## src/rtl/rit_pkg.sv

```systemverilog
package rit_pkg;

  typedef enum logic [1:0] {
    PRIV_KERNEL = 2'd0,
    PRIV_SUPER  = 2'd1,
    PRIV_USER   = 2'd2
  } priv_e;

  localparam logic [4:0] EXC_CODE_RI = 5'd10;

  // 64-bit operations are legal in kernel mode, or where the mode enable allows them
  function automatic logic priv_allows64(input logic [1:0] priv, input logic mode64);
    return (priv == PRIV_KERNEL) || mode64;
  endfunction

  function automatic logic tbl64(input logic [63:0] tbl, input logic [5:0] idx);
    return tbl[idx];
  endfunction

  function automatic logic tbl32(input logic [31:0] tbl, input logic [4:0] idx);
    return tbl[idx];
  endfunction

  function automatic logic tbl8(input logic [7:0] tbl, input logic [2:0] idx);
    return tbl[idx];
  endfunction

endpackage

```

## src/rtl/rit_major_check.sv

```systemverilog
module rit_major_check
  import rit_pkg::*;
#(
  parameter logic [63:0] MAJ_DEF    = '1,
  parameter logic [63:0] FUNC_DEF   = '1,
  parameter logic [31:0] REGIMM_DEF = '1,
  parameter logic [63:0] MAJ_IS64   = '0,
  parameter logic [63:0] FUNC_IS64  = '0,
  parameter logic [5:0]  SPECIAL_OP = 6'd0,
  parameter logic [5:0]  REGIMM_OP  = 6'd1
) (
  input  logic [5:0] major,
  input  logic [5:0] funct,
  input  logic [4:0] rsel,
  input  logic [1:0] priv,
  input  logic       mode64,
  output logic       hit_undef,
  output logic       hit_64
);

  logic is_special;
  logic is_regimm;
  logic op64;

  assign is_special = (major == SPECIAL_OP);
  assign is_regimm  = (major == REGIMM_OP);

  assign hit_undef = !tbl64(MAJ_DEF, major)
                   || (is_special && !tbl64(FUNC_DEF, funct))
                   || (is_regimm  && !tbl32(REGIMM_DEF, rsel));

  assign op64   = tbl64(MAJ_IS64, major) || (is_special && tbl64(FUNC_IS64, funct));
  assign hit_64 = op64 && !priv_allows64(priv, mode64);

endmodule

```

## src/rtl/rit_compact_check.sv

```systemverilog
module rit_compact_check
  import rit_pkg::*;
#(
  parameter logic [31:0] RR_DEF = '1,
  parameter logic [7:0]  I8_DEF = '1,
  parameter logic [4:0]  RR_OP  = 5'b11101,
  parameter logic [4:0]  I8_OP  = 5'b01100
) (
  input  logic [15:0] half,
  output logic        hit
);

  logic [4:0] cmaj;
  logic       rr_bad;
  logic       i8_bad;

  assign cmaj   = half[15:11];
  assign rr_bad = (cmaj == RR_OP) && !tbl32(RR_DEF, half[4:0]);
  assign i8_bad = (cmaj == I8_OP) && !tbl8(I8_DEF, half[10:8]);
  assign hit    = rr_bad || i8_bad;

endmodule

```

## src/rtl/rit_capture.sv

```systemverilog
module rit_capture
  import rit_pkg::*;
#(
  parameter int PC_W = 32
) (
  input  logic            clk,
  input  logic            rst_n,
  input  logic            take,
  input  logic [PC_W-1:0] epc_d,
  input  logic            bd_d,
  output logic            exc_req,
  output logic            exc_vec_common,
  output logic [PC_W-1:0] exc_epc,
  output logic            exc_bd,
  output logic [4:0]      exc_code
);

  always_ff @(posedge clk or negedge rst_n) begin
    if (!rst_n) begin
      exc_req        <= 1'b0;
      exc_vec_common <= 1'b0;
      exc_epc        <= '0;
      exc_bd         <= 1'b0;
      exc_code       <= '0;
    end else begin
      exc_req        <= take;
      exc_vec_common <= take;
      if (take) begin
        exc_epc  <= epc_d;
        exc_bd   <= bd_d;
        exc_code <= EXC_CODE_RI;
      end
    end
  end

endmodule

```

## src/rtl/rsvd_insn_trap.sv

```systemverilog
module rsvd_insn_trap
  import rit_pkg::*;
#(
  parameter int          PC_W       = 32,
  parameter logic [63:0] MAJ_DEF    = 64'h3CFF_BFFF_0300_FFFF,
  parameter logic [63:0] FUNC_DEF   = 64'hFCFF_FFFF_0F3F_FF5D,
  parameter logic [31:0] REGIMM_DEF = 32'h001F_000F,
  parameter logic [63:0] MAJ_IS64   = 64'h0000_0000_0300_0000,
  parameter logic [63:0] FUNC_IS64  = 64'hFC00_F000_0000_0054,
  parameter logic [31:0] RR_DEF     = 32'hFFEF_F7FD,
  parameter logic [7:0]  I8_DEF     = 8'hF7,
  parameter logic [5:0]  SPECIAL_OP = 6'd0,
  parameter logic [5:0]  REGIMM_OP  = 6'd1,
  parameter logic [4:0]  RR_OP      = 5'b11101,
  parameter logic [4:0]  I8_OP      = 5'b01100
) (
  input  logic            clk,
  input  logic            rst_n,
  input  logic            insn_vld,
  input  logic [31:0]     insn,
  input  logic [PC_W-1:0] insn_pc,
  input  logic [PC_W-1:0] prior_pc,
  input  logic            cmp_en,
  input  logic            isa16,
  input  logic            in_dslot,
  input  logic            after_ext,
  input  logic [1:0]      priv,
  input  logic            mode64,
  output logic            exc_req,
  output logic            exc_vec_common,
  output logic [PC_W-1:0] exc_epc,
  output logic            exc_bd,
  output logic [4:0]      exc_code
);

  // return-address choice; bit 0 carries the ISA mode when compressed mode is on
  function automatic logic [PC_W-1:0] pick_epc(
    input logic            c_en,
    input logic            is16,
    input logic            back,
    input logic [PC_W-1:0] pc,
    input logic [PC_W-1:0] prev
  );
    logic [PC_W-1:0] base;
    base = back ? prev : pc;
    if (c_en) base[0] = is16;
    return base;
  endfunction

  // named internal events used by the checker
  logic use16;
  logic hit_undef;
  logic hit_64;
  logic hit_cmp;
  logic hit_any;
  logic take;
  logic bd_d;
  logic [PC_W-1:0] epc_d;
  logic unused_rs;

  assign unused_rs = ^insn[25:21];

  rit_major_check #(
    .MAJ_DEF   (MAJ_DEF),
    .FUNC_DEF  (FUNC_DEF),
    .REGIMM_DEF(REGIMM_DEF),
    .MAJ_IS64  (MAJ_IS64),
    .FUNC_IS64 (FUNC_IS64),
    .SPECIAL_OP(SPECIAL_OP),
    .REGIMM_OP (REGIMM_OP)
  ) u_major (
    .major    (insn[31:26]),
    .funct    (insn[5:0]),
    .rsel     (insn[20:16]),
    .priv     (priv),
    .mode64   (mode64),
    .hit_undef(hit_undef),
    .hit_64   (hit_64)
  );

  rit_compact_check #(
    .RR_DEF(RR_DEF),
    .I8_DEF(I8_DEF),
    .RR_OP (RR_OP),
    .I8_OP (I8_OP)
  ) u_compact (
    .half(insn[15:0]),
    .hit (hit_cmp)
  );

  assign use16   = cmp_en && isa16;
  assign hit_any = use16 ? hit_cmp : (hit_undef || hit_64);
  assign take    = insn_vld && hit_any;
  assign bd_d    = in_dslot || (cmp_en && after_ext);
  assign epc_d   = pick_epc(cmp_en, isa16, bd_d, insn_pc, prior_pc);

  rit_capture #(
    .PC_W(PC_W)
  ) u_capture (
    .clk           (clk),
    .rst_n         (rst_n),
    .take          (take),
    .epc_d         (epc_d),
    .bd_d          (bd_d),
    .exc_req       (exc_req),
    .exc_vec_common(exc_vec_common),
    .exc_epc       (exc_epc),
    .exc_bd        (exc_bd),
    .exc_code      (exc_code)
  );

endmodule

```

## config.mk

```make
export PLATFORM = sky130hd
export DESIGN_NAME = rsvd_insn_trap
export DESIGN_NICKNAME = d
export VERILOG_FILES = /design/src/rtl/rit_pkg.sv /design/src/rtl/rit_major_check.sv /design/src/rtl/rit_compact_check.sv /design/src/rtl/rit_capture.sv /design/src/rtl/rsvd_insn_trap.sv
export SDC_FILE = /design/constraint.sdc
export NUM_CORES = 1
export LEC_CHECK = 0
export CAP_MARGIN = 20
export CORE_UTILIZATION = 33
export DETAILED_ROUTE_END_ITERATION = 10
export PLACE_DENSITY = 0.89
export SLEW_MARGIN = 5
export SYNTH_ARGS = -nofsm -noshare
export SYNTH_HDL_FRONTEND = slang
export SYNTH_HIERARCHICAL = 1
export SYNTH_SLANG_ARGS = --single-unit
export TNS_END_PERCENT = 20
```

## constraint.sdc

```tcl
create_clock -name clk -period 0.8 [get_ports clk]
set_input_delay 0.08 -clock clk [delete_from_list [all_inputs] [get_ports clk]]
set_output_delay 0.08 -clock clk [all_outputs]
set_load 0.1 [all_outputs]
```

# --- Word level (Yosys, flattened, before mapping) ---
# Memories as Yosys holds them, arrays and structs flattened.
# Index checks and enable logic that the tools add are counted.
op_classes:
  n_addsub: 0
  multipliers: 0
  n_div: 0
  n_lt_le_gt_ge: 5
  n_eq_ne: 3
  shifts: 0
  n_mux: 10
  bitwise: 0
  reduce_logical: 24
op_table:
  columns: ["operator", "count"]
  rows:
  - ["32-bit two-way mux", 1]
  - ["6-bit by 7-bit less-than comparator with 1-bit output (second input constant)", 2]
  - ["5-bit by 6-bit less-than comparator with 1-bit output (second input constant)", 2]
  - ["1-bit logical AND", 9]
  - ["1-bit two-way mux", 9]
  - ["1-bit logical OR", 7]
  - ["6-bit by 1-bit equality test with 1-bit output (second input constant)", 1]
  - ["1-bit logical NOT", 6]
  - ["6-bit logical NOT", 1]
  - ["5-bit by 4-bit equality test with 1-bit output (second input constant)", 1]
  - ["5-bit equality test (second input constant)", 1]
  - ["3-bit by 4-bit less-than comparator with 1-bit output (second input constant)", 1]
  - ["2-bit logical NOT", 1]
word_totals:
  register_bits: 35
  latchBits: 0
  ram_bits: 0
  rom_bits: 328
  input_bits: 106
  out_inout_bits: 40
  word_cells: 53
  memories: 7
mem_list:
  columns: ["memory", "depth", "word_bits", "rd", "rd_clocked_by_memory_dff", "write_ports", "line_no", "rtl"]
  rows:
  - ["(no name shown)", 64, 1, 1, 0, 0, "rit_pkg.sv:17", "return tbl[idx];"]
  - ["(no name shown)", 64, 1, 1, 0, 0, "rit_pkg.sv:17", null]
  - ["(no name shown)", 64, 1, 1, 0, 0, "rit_pkg.sv:17", null]
  - ["(no name shown)", 64, 1, 1, 0, 0, "rit_pkg.sv:17", null]
  - ["(no name shown)", 32, 1, 1, 0, 0, "rit_pkg.sv:21", "return tbl[idx];"]
  - ["(no name shown)", 32, 1, 1, 0, 0, "rit_pkg.sv:21", null]
  - ["+1 memories", null, null, null, null, null, null, null]

# --- Longest topological paths before layout ---
logic_depth:
  ltp_word: 9
  depth_mapped: 11

# --- Modules after synthesis ---
# The synthesis kept the hierarchy.
modules_own_cells:
  columns: ["module", "instances", "cells_each", "area_each_um2"]
  rows:
  - ["rit_capture", 1, 79, 1475.2]
  - ["rsvd_insn_trap", 1, 41, 449.2]
  - ["rit_major_check", 1, 30, 185.2]
  - ["rit_compact_check", 1, 10, 85.1]

# --- Worst setup path after synthesis ---
# Ideal clock, no wire load.
synth_path:
  path_type: "input to register"
  start: "input port insn[29]"
  end: "register u_capture.exc_epc[10]"
  setup_ns: 0.126
  arrival_time_ns: 1.889
  slack_ns: -1.216
  path_stages: 8
  path_buffers: 2
  path_cell_list: "or3_1 -> or4_1 -> o31ai_1 -> a211o_2 -> o211a_1 -> buf_6 -> buf_12 -> mux2_4"
synth_via:
  elab_chain_len: 8
  word_cells_on_any_way: 17
synth_lines:
  columns: ["item", "line_no", "rtl"]
  rows:
  - ["start: declaration", "rsvd_insn_trap.sv:20", "input logic [31:0] insn,"]
  - ["memory read 64 x 1 bit", null, null]
  - ["1-bit two-way mux (not written as such)", "rit_pkg.sv:17", null]
  - ["1-bit logical NOT", "rit_major_check.sv:28", "assign hit_undef = !tbl64(MAJ_DEF, major)"]
  - ["1-bit logical OR", "rit_major_check.sv:29", "|| (is_special && !tbl64(FUNC_DEF, funct))"]
  - ["1-bit logical OR *", "rit_major_check.sv:30", "|| (is_regimm && !tbl32(REGIMM_DEF, rsel));"]
  - ["net hit_undef", "rsvd_insn_trap.sv:52", "logic hit_undef;"]
  - ["1-bit logical OR *", "rsvd_insn_trap.sv:92", "assign hit_any = use16 ? hit_cmp : (hit_undef || hit_64);"]
  - ["1-bit two-way mux *", "rsvd_insn_trap.sv:92", null]
  - ["1-bit logical AND *", "rsvd_insn_trap.sv:93", "assign take = insn_vld && hit_any;"]
  - ["net take", "rsvd_insn_trap.sv:56", "logic take;"]
  - ["end signal: assignment", "rit_capture.sv:29", "exc_epc <= epc_d;"]
  - ["end: declaration", "rit_capture.sv:13", "output logic [PC_W-1:0] exc_epc,"]
# The timed path passes the listed nets; every way through them passes the cells marked *. The select of a mux whose other input is x is not followed.
# A chain may end at the register's enable or synchronous reset.

# --- Worst setup path in the final report ---
layout_path:
  start: "input port insn[29]"
  end: "register u_capture.exc_epc[16]"
# Same word-level chain as after synthesis.

==> flow_summary.toml <==
[outcome]
outcome = "finished, violations left"
violations = "setup timing"

[sta]
finalMaxSlewViolations = 0
min_period_over_period = 2.41
setup_viol = 72
layout_setup_ws_ns = -1.13
rsz0062_at_grt = "true"
fin_skew_ns = 0
fmax_mhz = 519
period_needed_ns = 1.93
hold_viol = 0

[synthesis]
yosys_warnings = 6
synth-main-ff-cell = "dfrtp_1"
synthTopCellsByCount = "dfrtp_1 (35), mux2_2 (33), mux2_4 (31)"
yosysUniqueCellTypes = 38
synth-seq-cells = 35
async_reset_ff_frac = 1.00
syn_area_um2 = 2190
yosysTopAreaCell = "dfrtp_1"
syn_inst = 160
synth.most_common_cell = "dfrtp_1"
syn_area_per_cell_um2 = 13.7
synth_edf_count = 0
synth_area_leaders = "dfrtp_1 (40%), mux2_4 (21%), mux2_2 (17%)"
synth_top_area_share = 0.399
seq_area_frac_synth = 0.399

[routing]
drt-total-wl_um = 7440
routedWlPerCell_um = 17.6
wl_met2_um = 4130
via_per_inst = 4.83
dr.pass1.iters = 4
met3WireLength_um = 399
first_iter_violations = 28
drcViolationCount = 0
wl_met1_um = 2640
ant_nets = 0
top_layer = "met4"
via_count = 2042

[floorplan]
die_x_um = 83.6
die-area_um2 = 6980
start_util = 0.344
num_rows = 29
io_pins = 146
design.core.area_um2 = 6390
die_height_um = 83.6

[setup_path]
crit_path_start_kind = "input pin"
worstPathRequired_ns = 0.97
worstPathArrival_ns = 2.10
end_kind = "flip-flop"
r2r_slack_ns = -0.05
worstPathMaxFanout = 8
critical_path_class = "in2reg"

[cts]
htree_levels = 2
tritoncts = "yes"
cts-root-buf = "clkbuf_8"
clk_pin_slew_ns = 0.07
clock_sink_count = 35
numCtsBuffers = 5
clk_latency_ns = 0.28
cts_buffer_depth = 2

[placed_design]
place_congestion = 0.780
dp_cells = 410
port_buffers = 135
placed_area_um2 = 4300
post-dp-hpwl_um = 5390

[final_layout]
n_antenna_cell = 0
drive_gt1_frac = 0.535
finish.net_count = 452
syn_to_final_growth_pct = 111
fillers = 438
finalInstanceArea_um2 = 4630
finalNonFillerCells = 423

[global_route]
grt.overflow.total = 0
grt_max_degree = 32
grt_pass1_wl_um = 11600
grt_pass1_vias = 2267
grt_use_total = 0.217
antenna_found_initial = 0

[power]
p_leak_nw = 2.03
p_per_area_nw_per_um2 = 2680
finalPower_mw = 12.4
vdd_ir_drop_max_v = 0.00246

[hold_path]
min_path_type = "in2async"

[job]
maxCapViolCount = 0
==> final cells by class <==
class / count / area (µm²) / share of cell area
Timing Repair Buffer: 188 / 2310 / 0.499
Multi-Input combinational cell: 109 / 1220 / 0.263
Sequential cell: 35 / 878 / 0.190
Clock buffer: 7 / 96.3 / 0.0208
Tap cell: 77 / 96.3 / 0.0208
Inverter: 6 / 22.5 / 0.00487
Clock inverter: 1 / 7.51 / 0.00162
==> where the power goes <==
part / switching (mW) / internal (mW)
Clock: 0.656 / 0.783
Combinational: 4.55 / 3.79
Sequential: 0.405 / 2.22
==> path summary, 6_finish.rpt <==
check,from,to,cells after the start
setup / recovery,insn[29],u_capture/exc_epc[16]$_DFFE_PN0P_,8
hold / removal,rst_n,u_capture/exc_epc[16]$_DFFE_PN0P_,2
setup reg to reg,u_capture/exc_epc[16]$_DFFE_PN0P_,u_capture/exc_epc[16]$_DFFE_PN0P_,1
hold reg to reg,u_capture/exc_epc[24]$_DFFE_PN0P_,u_capture/exc_epc[24]$_DFFE_PN0P_,1
max in group asynchronous,rst_n,u_capture/exc_vec_common$_DFF_PN0_,3
min in group clk,insn_pc[7],u_capture/exc_epc[7]$_DFFE_PN0P_,3
==> critical path: stages <==
cell	delay [ns]
buf_8	0.10
or3_4	0.38
or4_4	0.49
o31ai_2	0.19
a211o_2	0.14
o211a_4	0.23
buf_12	0.16
mux2_4	0.31
==> metal layers <==
metal,track usage,vias to the layer above
li1,-,957
met1,0.223,970
met2,0.410,93
met3,0.0485,22
met4,0.108,0
met5,0,-
==> metrics by stage <==
stage               utilization  hold WS, ns  TNS (ns)  worst slack, ns
detailed placement        0.673      -0.0924    -63.51            -1.87
global route              0.725        0.166    -49.49            -1.15
CTS                       0.726        0.146    -51.05            -1.25
global placement          0.673      -0.0975    -61.79            -1.81
finish                    0.725        0.166    -47.17            -1.13
floorplan                     -       -0.216    -48.74            -1.22
==> layout by cell type (no fill, tap or decap), types with 3 or more instances in the layout <==
cell             instances
buf_4                   12
mux2_4                  32
conb_1                   3
clkdlybuf4s50_1         85
buf_6                   34
dlygate4sd2_1            4
clkbuf_8                 7
clkbuf_2                 3
mux2_2                  32
dfrtp_1                 33
buf_12                  43
nand2_1                  3
inv_1                    6
==> state kept, by name, summed over array words and instances (netlist names) <==
| register | flops |
|---|---|
| u_capture/exc_bd | 1 |
| u_capture/exc_code | 1 |
| u_capture/exc_vec_common | 1 |
| u_capture/exc_epc | 32 |
==> timing repair <==
item                       CTS  global route
pin swaps                    7            10
buffers inserted             4             0
gates resized for setup     64            21
cloned                       2             0
hold endpoints to repair    35             0
setup endpoints to repair   72            72
hold buffers                 1             0
==> kinds of logic after synthesis <==
group	after synthesis	synth area share
muxes	65	0.386
DFF	35	0.399
and+or+nand+nor	22	0.0673
AOI/OAI and AO/OA	18	0.0650
buffers and inverters	18	0.0753
adders and majority gates	1	0.00570
other	1	0.00171
Note: power is estimated with default switching activity, not from simulation.
